===== src/rtl/aes_ser_pkg.sv =====
package aes_ser_pkg;

  typedef enum logic [2:0] {
    PH_IDLE  = 3'd0,
    PH_SUB   = 3'd1,
    PH_SHIFT = 3'd2,
    PH_MIX   = 3'd3,
    PH_OUT   = 3'd4
  } phase_e;

  // multiply by x modulo x^8 + x^4 + x^3 + x + 1
  function automatic logic [7:0] xtime(input logic [7:0] a);
    return {a[6:0], 1'b0} ^ (a[7] ? 8'h1B : 8'h00);
  endfunction

  function automatic logic [7:0] gmul(input logic [7:0] a, input logic [7:0] b);
    logic [7:0] acc;
    logic [7:0] aa;
    acc = 8'h00;
    aa  = a;
    for (int i = 0; i < 8; i++) begin
      if (b[i]) acc = acc ^ aa;
      aa = xtime(aa);
    end
    return acc;
  endfunction

  // field inverse as a^254 (maps 0 to 0)
  function automatic logic [7:0] ginv(input logic [7:0] a);
    logic [7:0] r;
    logic [7:0] p;
    r = 8'h01;
    p = a;
    for (int i = 1; i < 8; i++) begin
      p = gmul(p, p);
      r = gmul(r, p);
    end
    return r;
  endfunction

  function automatic logic [7:0] rotl8(input logic [7:0] x, input int k);
    return (x << k) | (x >> (8 - k));
  endfunction

  function automatic logic [7:0] sbox(input logic [7:0] a);
    logic [7:0] v;
    v = ginv(a);
    return v ^ rotl8(v, 1) ^ rotl8(v, 2) ^ rotl8(v, 3) ^ rotl8(v, 4) ^ 8'h63;
  endfunction

  // one column, byte 0 in bits 31:24
  function automatic logic [31:0] mixcol(input logic [31:0] c);
    logic [7:0] a0, a1, a2, a3;
    a0 = c[31:24]; a1 = c[23:16]; a2 = c[15:8]; a3 = c[7:0];
    return {xtime(a0) ^ xtime(a1) ^ a1 ^ a2 ^ a3,
            a0 ^ xtime(a1) ^ xtime(a2) ^ a2 ^ a3,
            a0 ^ a1 ^ xtime(a2) ^ xtime(a3) ^ a3,
            xtime(a0) ^ a0 ^ a1 ^ a2 ^ xtime(a3)};
  endfunction

endpackage


===== src/rtl/aes_ser_sbox.sv =====
module aes_ser_sbox (
  input  logic [7:0] sb_a,
  output logic [7:0] sb_y
);
  import aes_ser_pkg::*;

  always_comb sb_y = sbox(sb_a);

endmodule


===== src/rtl/aes_ser_ctrl.sv =====
module aes_ser_ctrl #(
  parameter int ROUNDS = 10,
  parameter int NBYTES = 16,
  parameter int NCOLS  = 4,
  localparam int IW = $clog2(NBYTES),
  localparam int RW = $clog2(ROUNDS + 1)
) (
  input  logic                   clk,
  input  logic                   rst_n,
  input  logic                   start,
  output aes_ser_pkg::phase_e    phase_q,
  output logic [IW-1:0]          idx_q,
  output logic [RW-1:0]          round_q,
  output logic                   load,
  output logic                   key_commit,
  output logic                   last_round,
  output logic                   busy,
  output logic                   out_valid,
  output logic                   done
);
  import aes_ser_pkg::*;

  logic idx_at_byte_end;
  logic idx_at_col_end;

  assign idx_at_byte_end = (idx_q == IW'(NBYTES - 1));
  assign idx_at_col_end  = (idx_q == IW'(NCOLS - 1));
  assign last_round      = (round_q == RW'(ROUNDS));
  assign load            = (phase_q == PH_IDLE) && start;
  assign key_commit      = (phase_q == PH_MIX) && idx_at_col_end;
  assign busy            = (phase_q != PH_IDLE);
  assign out_valid       = (phase_q == PH_OUT);
  assign done            = out_valid && idx_at_byte_end;

  always_ff @(posedge clk or negedge rst_n) begin
    if (!rst_n) begin
      phase_q <= PH_IDLE;
      idx_q   <= '0;
      round_q <= '0;
    end else begin
      unique case (phase_q)
        PH_IDLE: if (start) begin
          phase_q <= PH_SUB;
          idx_q   <= '0;
          round_q <= RW'(1);
        end
        PH_SUB: begin
          if (idx_at_byte_end) begin
            phase_q <= PH_SHIFT;
            idx_q   <= '0;
          end else idx_q <= idx_q + 1'b1;
        end
        PH_SHIFT: begin
          phase_q <= PH_MIX;
          idx_q   <= '0;
        end
        PH_MIX: begin
          if (idx_at_col_end) begin
            idx_q <= '0;
            if (last_round) phase_q <= PH_OUT;
            else begin
              phase_q <= PH_SUB;
              round_q <= round_q + 1'b1;
            end
          end else idx_q <= idx_q + 1'b1;
        end
        PH_OUT: begin
          if (idx_at_byte_end) begin
            phase_q <= PH_IDLE;
            idx_q   <= '0;
          end else idx_q <= idx_q + 1'b1;
        end
        default: phase_q <= PH_IDLE;
      endcase
    end
  end


  accept_chk: assert property (@(posedge clk) disable iff (!rst_n)
    (phase_q == PH_IDLE && start) |=> (phase_q == PH_SUB && idx_q == '0 && round_q == RW'(1)));


  start_ignored_chk: assert property (@(posedge clk) disable iff (!rst_n)
    (phase_q == PH_SUB && idx_q != '0 && start) |=> (round_q == $past(round_q) && phase_q != PH_IDLE));


  out_entry_chk: assert property (@(posedge clk) disable iff (!rst_n)
    (phase_q == PH_OUT && idx_q == '0) |-> ($past(phase_q) == PH_MIX && round_q == RW'(ROUNDS)));


  done_pulse_chk: assert property (@(posedge clk) disable iff (!rst_n)
    done |=> !done);

endmodule


===== src/rtl/aes_ser_keysched.sv =====
module aes_ser_keysched #(
  parameter int KEY_W = 128
) (
  input  logic             clk,
  input  logic             rst_n,
  input  logic             load,
  input  logic [KEY_W-1:0] key_in,
  input  logic             mix_en,
  input  logic [1:0]       col,
  input  logic             commit,
  input  logic [7:0]       sb_y,
  output logic [7:0]       lookup_byte,
  output logic [KEY_W-1:0] key_q
);
  import aes_ser_pkg::*;

  logic [23:0]      part_q;
  logic [7:0]       rcon_q;
  logic [31:0]      sub_word;
  logic [KEY_W-1:0] key_next;

  // rotated last word: bytes 1,2,3,0 of w3
  always_comb begin
    unique case (col)
      2'd0:    lookup_byte = key_q[23:16];
      2'd1:    lookup_byte = key_q[15:8];
      2'd2:    lookup_byte = key_q[7:0];
      default: lookup_byte = key_q[31:24];
    endcase
  end

  always_comb begin
    sub_word = {part_q, sb_y} ^ {rcon_q, 24'h0};
    key_next[127:96] = key_q[127:96] ^ sub_word;
    key_next[95:64]  = key_q[95:64]  ^ key_next[127:96];
    key_next[63:32]  = key_q[63:32]  ^ key_next[95:64];
    key_next[31:0]   = key_q[31:0]   ^ key_next[63:32];
  end

  always_ff @(posedge clk or negedge rst_n) begin
    if (!rst_n) begin
      key_q  <= '0;
      part_q <= '0;
      rcon_q <= 8'h01;
    end else if (load) begin
      key_q  <= key_in;
      rcon_q <= 8'h01;
    end else begin
      if (mix_en) part_q <= {part_q[15:0], sb_y};
      if (commit) begin
        key_q  <= key_next;
        rcon_q <= xtime(rcon_q);
      end
    end
  end


  key_hold_chk: assert property (@(posedge clk) disable iff (!rst_n)
    (!load && !commit) |=> $stable(key_q));

endmodule


===== src/rtl/aes_ser_core.sv =====
module aes_ser_core #(
  parameter int ROUNDS = 10
) (
  input  logic         clk,
  input  logic         rst_n,
  input  logic         start,
  input  logic [127:0] pt_in,
  input  logic [127:0] key_in,
  output logic         busy,
  output logic [7:0]   ct_byte,
  output logic         ct_valid,
  output logic         done
);
  import aes_ser_pkg::*;

  localparam int NBYTES = 16;
  localparam int NCOLS  = 4;
  localparam int IW     = $clog2(NBYTES);
  localparam int RW     = $clog2(ROUNDS + 1);

  phase_e        phase_q;
  logic [IW-1:0] idx_q;
  logic [RW-1:0] round_q;
  logic          load, key_commit, last_round;
  logic [127:0]  key_q;
  logic [7:0]    ks_lookup, sb_a, sb_y;
  logic [7:0]    st_q [NBYTES];
  logic [7:0]    kb   [NBYTES];
  logic [127:0]  st_flat;
  logic [1:0]    col;
  logic [31:0]   mc_out;
  logic          sub_phase, mix_phase;

  aes_ser_ctrl #(.ROUNDS(ROUNDS), .NBYTES(NBYTES), .NCOLS(NCOLS)) u_ctrl (
    .clk(clk), .rst_n(rst_n), .start(start),
    .phase_q(phase_q), .idx_q(idx_q), .round_q(round_q),
    .load(load), .key_commit(key_commit), .last_round(last_round),
    .busy(busy), .out_valid(ct_valid), .done(done)
  );

  assign sub_phase = (phase_q == PH_SUB);
  assign mix_phase = (phase_q == PH_MIX);
  assign col       = idx_q[1:0];

  aes_ser_keysched #(.KEY_W(128)) u_keys (
    .clk(clk), .rst_n(rst_n), .load(load), .key_in(key_in),
    .mix_en(mix_phase), .col(col), .commit(key_commit),
    .sb_y(sb_y), .lookup_byte(ks_lookup), .key_q(key_q)
  );

  for (genvar i = 0; i < NBYTES; i++) begin : g_bytes
    assign kb[i] = key_q[127-8*i -: 8];
    assign st_flat[127-8*i -: 8] = st_q[i];
  end

  // the one substitution box, shared by state and key schedule
  assign sb_a = sub_phase ? (st_q[idx_q] ^ kb[idx_q]) : ks_lookup;

  aes_ser_sbox u_sbox (.sb_a(sb_a), .sb_y(sb_y));

  assign mc_out = mixcol({st_q[{col, 2'd0}], st_q[{col, 2'd1}],
                          st_q[{col, 2'd2}], st_q[{col, 2'd3}]});

  always_ff @(posedge clk or negedge rst_n) begin
    if (!rst_n) begin
      for (int i = 0; i < NBYTES; i++) st_q[i] <= 8'h00;
    end else if (load) begin
      for (int i = 0; i < NBYTES; i++) st_q[i] <= pt_in[127-8*i -: 8];
    end else begin
      unique case (phase_q)
        PH_SUB: st_q[idx_q] <= sb_y;
        PH_SHIFT: begin
          for (int r = 0; r < 4; r++)
            for (int c = 0; c < 4; c++)
              st_q[r + 4*c] <= st_q[r + 4*((c + r) % 4)];
        end
        PH_MIX: if (!last_round) begin
          st_q[{col, 2'd0}] <= mc_out[31:24];
          st_q[{col, 2'd1}] <= mc_out[23:16];
          st_q[{col, 2'd2}] <= mc_out[15:8];
          st_q[{col, 2'd3}] <= mc_out[7:0];
        end
        default: ;
      endcase
    end
  end

  // last round key is added as each byte leaves
  assign ct_byte = ct_valid ? (st_q[idx_q] ^ kb[idx_q]) : 8'h00;


  last_mix_hold_chk: assert property (@(posedge clk) disable iff (!rst_n)
    (mix_phase && last_round) |=> $stable(st_flat));


  key_only_in_mix_chk: assert property (@(posedge clk) disable iff (!rst_n)
    (sub_phase || phase_q == PH_SHIFT || ct_valid) |=> $stable(key_q));

endmodule


===== config.mk =====
export PLATFORM = sky130hd
export DESIGN_NAME = aes_ser_core
export DESIGN_NICKNAME = d
export VERILOG_FILES = /design/src/rtl/aes_ser_pkg.sv /design/src/rtl/aes_ser_sbox.sv /design/src/rtl/aes_ser_ctrl.sv /design/src/rtl/aes_ser_keysched.sv /design/src/rtl/aes_ser_core.sv
export SDC_FILE = /design/constraint.sdc
export NUM_CORES = 2
export LEC_CHECK = 0
export BUFFER_PORTS_ARGS = -buffer_cell sky130_fd_sc_hd__buf_2
export CORE_ASPECT_RATIO = 1.1
export CORE_MARGIN = 2
export CORE_UTILIZATION = 60
export DETAILED_ROUTE_END_ITERATION = 16
export GPL_TIMING_DRIVEN = 0
export PLACE_DENSITY = 0.79
export SYNTH_ARGS = -nofsm -noshare
export SYNTH_HDL_FRONTEND = slang
export SYNTH_HIERARCHICAL = 1
export SYNTH_SLANG_ARGS = --single-unit

===== constraint.sdc =====
create_clock -name clk -period 20.2 [get_ports clk]
set_clock_uncertainty 0.15 [all_clocks]
set_input_delay 1.01 -clock clk [delete_from_list [all_inputs] [get_ports clk]]
set_output_delay 1.01 -clock clk [all_outputs]
set_load 0.02 [all_outputs]

==> insert_results.sql <==
INSERT INTO impl_metrics (metric_group, metric, value, unit) VALUES
('cells_and_area', 'footprint_of_the_multi_input_gates', '28700', 'sq um'),
('cts', 'cts-root-buf', 'clkbuf_16', ''),
('cells_and_area', 'layout-drive-gt1-share', '0.189', ''),
('timing', 'period_minus_slack', '19.64', 'ns'),
('floorplanning', 'die_width', '243', 'um'),
('run_status', 'status', 'finished clean', ''),
('synthesis', 'post_synth_num_cell_types', '125', ''),
('timing', 'hold_viol', '0', ''),
('place', 'post_detail_place_hpwl', '108', 'mm'),
('synthesis', 'synthesis.area_per_instance', '8.78', 'sq um'),
('setup_path', 'worst_setup_path_end_kind', 'flop', ''),
('routing', 'residual_drc', '0', ''),
('timing', 'fmax', '0.0509', 'GHz'),
('grt', 'grt_start_max_net_pins', '111', ''),
('synthesis', 'synthesis.area', '37600', 'sq um'),
('grt', 'global_route.overflow_total', '0', ''),
('routing', 'detailedRoute.firstPassIterationCount', '9', ''),
('floorplanning', 'rows', '96', ''),
('setup_path', 'slowest_stage', 'dfrtp_1', ''),
('grt', 'gr-usage-all-layers', '0.428', ''),
('place', 'buffer_ports.inserted', '269', ''),
('timing', 'worstMarginPinSlew', '1.31', 'ns'),
('cts', 'cts_htree_levels', '1', ''),
('worst_hold_path', 'timing.hold.worst.class', 'in2async', ''),
('cells_and_area', 'n_fill_cell', '5114', ''),
('routing', 'drt_first_iter_violations', '5676', ''),
('cells_and_area', 'flow.area_growth_from_synthesis', '12.2', '%'),
('floorplanning', 'start_util', '0.604', ''),
('cells_and_area', 'nNetsFinal', '4898', ''),
('routing', 'dr_total_vias', '37685', ''),
('timing', 'finalMaxSlewViolations', '0', ''),
('synthesis', 'synth_sequential_area_ratio', '0.199', ''),
('setup_path', 'arrival', '19.93', 'ns'),
('cts', 'clk-insertion-delay-late', '0.63', 'ns'),
('setup_path', 'crit_required', '20.49', 'ns'),
('routing', 'drt_wl_total', '143', 'mm'),
('cts', 'tritoncts.num_buffers', '30', ''),
('synthesis', 'synthesis.yosys.warnings', '6', ''),
('synthesis', 'synth_async_sr_flop_share', '1.00', ''),
('setup_path', 'worstPathMaxFanout', '10', ''),
('synthesis', 'synth.net_count', '4550', ''),
('synthesis', 'ys_seq_elements', '299', ''),
('setup_path', 'crit_type', 'reg2reg', ''),
('synthesis', 'count_of_flip_flops_with_a_built_in_enable_after_synthesis', '0', ''),
('setup_path', 'critical_path_buf_inv_count', '15', ''),
('cts', 'number_of_hold_buffers_added_after_cts', '0', ''),
('routing', 'wl_per_cell', '26.1', 'um'),
('grt', 'antenna_found_initial', '1', ''),
('timing', 'finalWorstSetupSlack', '0.560', 'ns'),
('synthesis', 'postSynth.topFlopCell', 'dfrtp_1', ''),
('cts', 'numClockSinks', '299', ''),
('floorplanning', 'die_area', '64700', 'sq um'),
('timing', 'worst_slew_margin_rel', '0.122', ''),
('timing', 'setup_viol_count_final', '0', ''),
('timing', 'final.period_utilization', '0.972', ''),
('place', 'place_ws', '-2.21', 'ns'),
('setup_path', 'critPathTopFamily', 'XOR/XNOR gates', ''),
('cts', 'tritoncts', 'built', ''),
('grt', 'wire_length_of_the_first_global_routing_pass', '213', 'mm'),
('setup_path', 'critPathLaunchType', 'flop', ''),
('grt', 'first_global_vias', '35569', ''),
('setup_path', 'cpPeakStageDelay', '0.54', 'ns'),
('place', 'routabilityCongestion', '1.09', ''),
('floorplanning', 'fp.dieH', '266', 'um'),
('cts', 'path_clk_slew', '0.06', 'ns'),
('floorplanning', 'io_pins', '270', ''),
('cells_and_area', 'register_area', '7480', 'sq um'),
('routing', 'post_detailed_route_count_of_antenna_violating_nets', '0', ''),
('cts', 'max-clock-path-buffers', '3', ''),
('run', 'drv_cap', '0', ''),
('floorplanning', 'core-area', '62200', 'sq um'),
('synthesis', 'synth_cells', '4281', ''),
('routing', 'vias_per_cell', '6.87', ''),
('setup_path', 'path_common_cell', 'nand2_1', '');
[metal layers]
metal / GRT usage / part of all wire / vias up
met4: 0.256 / 0.074 / 0
li1: - / - / 16070
met1: 0.545 / 0.35 / 17856
met3: 0.115 / 0.14 / 744
met5: 0 / 0 / -
met2: 0.654 / 0.43 / 3015
[final cells by class]
type                       instances  area share
multi-input combinational       3513       0.680
sequential                       299       0.177
timing repair buffer             316      0.0424
buffer                           344      0.0393
tap                              833      0.0247
clock buffer                      44      0.0207
inverter                         125      0.0111
clock inverter                    11     0.00439
antenna                            2    0.000119
[path summary, 6_finish.rpt]
| path | start | endpoint | slack (ns) | cells past startpoint |
|---|---|---|---|---|
| worst max-delay path | u_ctrl/idx_q[1]$_DFFE_PN0P_ | st_flat[83]$_DFFE_PN0P_ | 0.56 | 68 |
| max in group asynchronous | rst_n | st_flat[67]$_DFFE_PN0P_ | 18.60 | 2 |
| worst max register to register | u_ctrl/idx_q[1]$_DFFE_PN0P_ | st_flat[83]$_DFFE_PN0P_ | 0.56 | 68 |
| min in group clk | u_ctrl/round_q[3]$_DFFE_PN0P_ | u_ctrl/round_q[3]$_DFFE_PN0P_ | 0.33 | 1 |
| worst min-delay path | rst_n | u_keys/key_q[1]$_DFFE_PN0P_ | 0.23 | 1 |
| worst min register to register | u_ctrl/round_q[3]$_DFFE_PN0P_ | u_ctrl/round_q[3]$_DFFE_PN0P_ | 0.33 | 1 |
[metrics by stage]
stage               cells  hold slack, ns  TNS [ns]  instance area [sq um]   util
floorplan            4281           0.301         0                  37600      -
global placement     5383           0.317   -249.15                  40000  0.642
detailed placement   5385           0.328   -272.14                  40000  0.643
CTS                  5444           0.272         0                  41400  0.665
global route         5485           0.294    -0.267                  42200  0.678
finish               5487           0.231         0                  42200  0.678
[Yosys cell counts, types with 15 or more instances]
cell      count  area [sq um]
mux4_2      119          2680
or3_1        17           106
a21oi_1     225          1130
a31oi_1      38           238
mux2i_1     103          1030
buf_2        60           300
nor2_1      320          1200
nand4_1      17           106
xnor2_2      51           830
inv_1       115           432
o22ai_1     156           976
nor3_1      100           500
o21ai_1      20           100
nand3b_1     52           390
nand2b_1     39           244
and3_1       17           106
nand2_1     458          1720
a211oi_1     64           480
buf_6        19           214
xnor2_1     422          3700
xor2_1      188          1650
a21o_1       27           203
nor2b_1      28           175
clkbuf_1    218           818
and2_1       26           163
dfrtp_1     298          7460
nand3_1     103           515
xor3_1       20           475
xnor3_1     129          2910
o311a_1      16           160
a211o_1      33           289
buf_4        15           113
a22oi_1      17           128
buf_1        28           105
a221oi_1     40           350
mux2_2       45           507
o21ai_0     348          1740
[sequential cells by signal, summed over array words and instances, names as in the netlist]
signal / cells
st_flat: 128
u_keys/key_q: 128
u_keys/part_q: 24
u_keys/rcon_q: 8
u_ctrl/idx_q: 4
u_ctrl/round_q: 4
u_ctrl/phase_q: 3
[worst reg2reg max path, delay by kind of cell (launching register included)]
family / cells / cell delay [ns]
flip-flops: 1 / 0.54
adder cells (fa/ha/maj): 2 / 0.79
AO/OA/AOI/OAI: 17 / 4.47
AND/OR/NAND/NOR: 11 / 2.64
XOR/XNOR: 16 / 5.15
buffers and inverters: 15 / 3.48
multiplexers: 7 / 2.22
[cells in the final DEF, fill, tap and decap left out, types with 63 or more instances in the layout]
| cell | n |
|---|---|
| a211oi_1 | 64 |
| a21oi_1 | 225 |
| buf_2 | 330 |
| clkbuf_1 | 203 |
| dfrtp_1 | 298 |
| inv_1 | 115 |
| mux2i_1 | 103 |
| mux4_2 | 119 |
| nand2_1 | 458 |
| nand3_1 | 103 |
| nor2_1 | 319 |
| nor3_1 | 100 |
| o21ai_0 | 348 |
| o22ai_1 | 156 |
| xnor2_1 | 398 |
| xnor2_2 | 63 |
| xnor3_1 | 117 |
| xor2_1 | 172 |
[what timing repair did]
item,in CTS,in global routing
setup buffers,4,41
pin swaps,4,20
resized for setup,44,94
setup endpoints to repair,168,168
[cells by family after synthesis]
family | count (synthesis) | share of synthesized area
AO/OA/AOI/OAI | 1133 | 0.191
AND/OR/NAND/NOR | 1240 | 0.152
multiplexers | 271 | 0.114
buffers and inverters | 469 | 0.0556
flip-flops | 299 | 0.199
adder cells (fa/ha/maj) | 11 | 0.00360
XOR/XNOR | 858 | 0.284
Power is left out: the tool's default activity adds up to more than one toggle a clock period on the data nets, which glitch-free logic cannot reach.
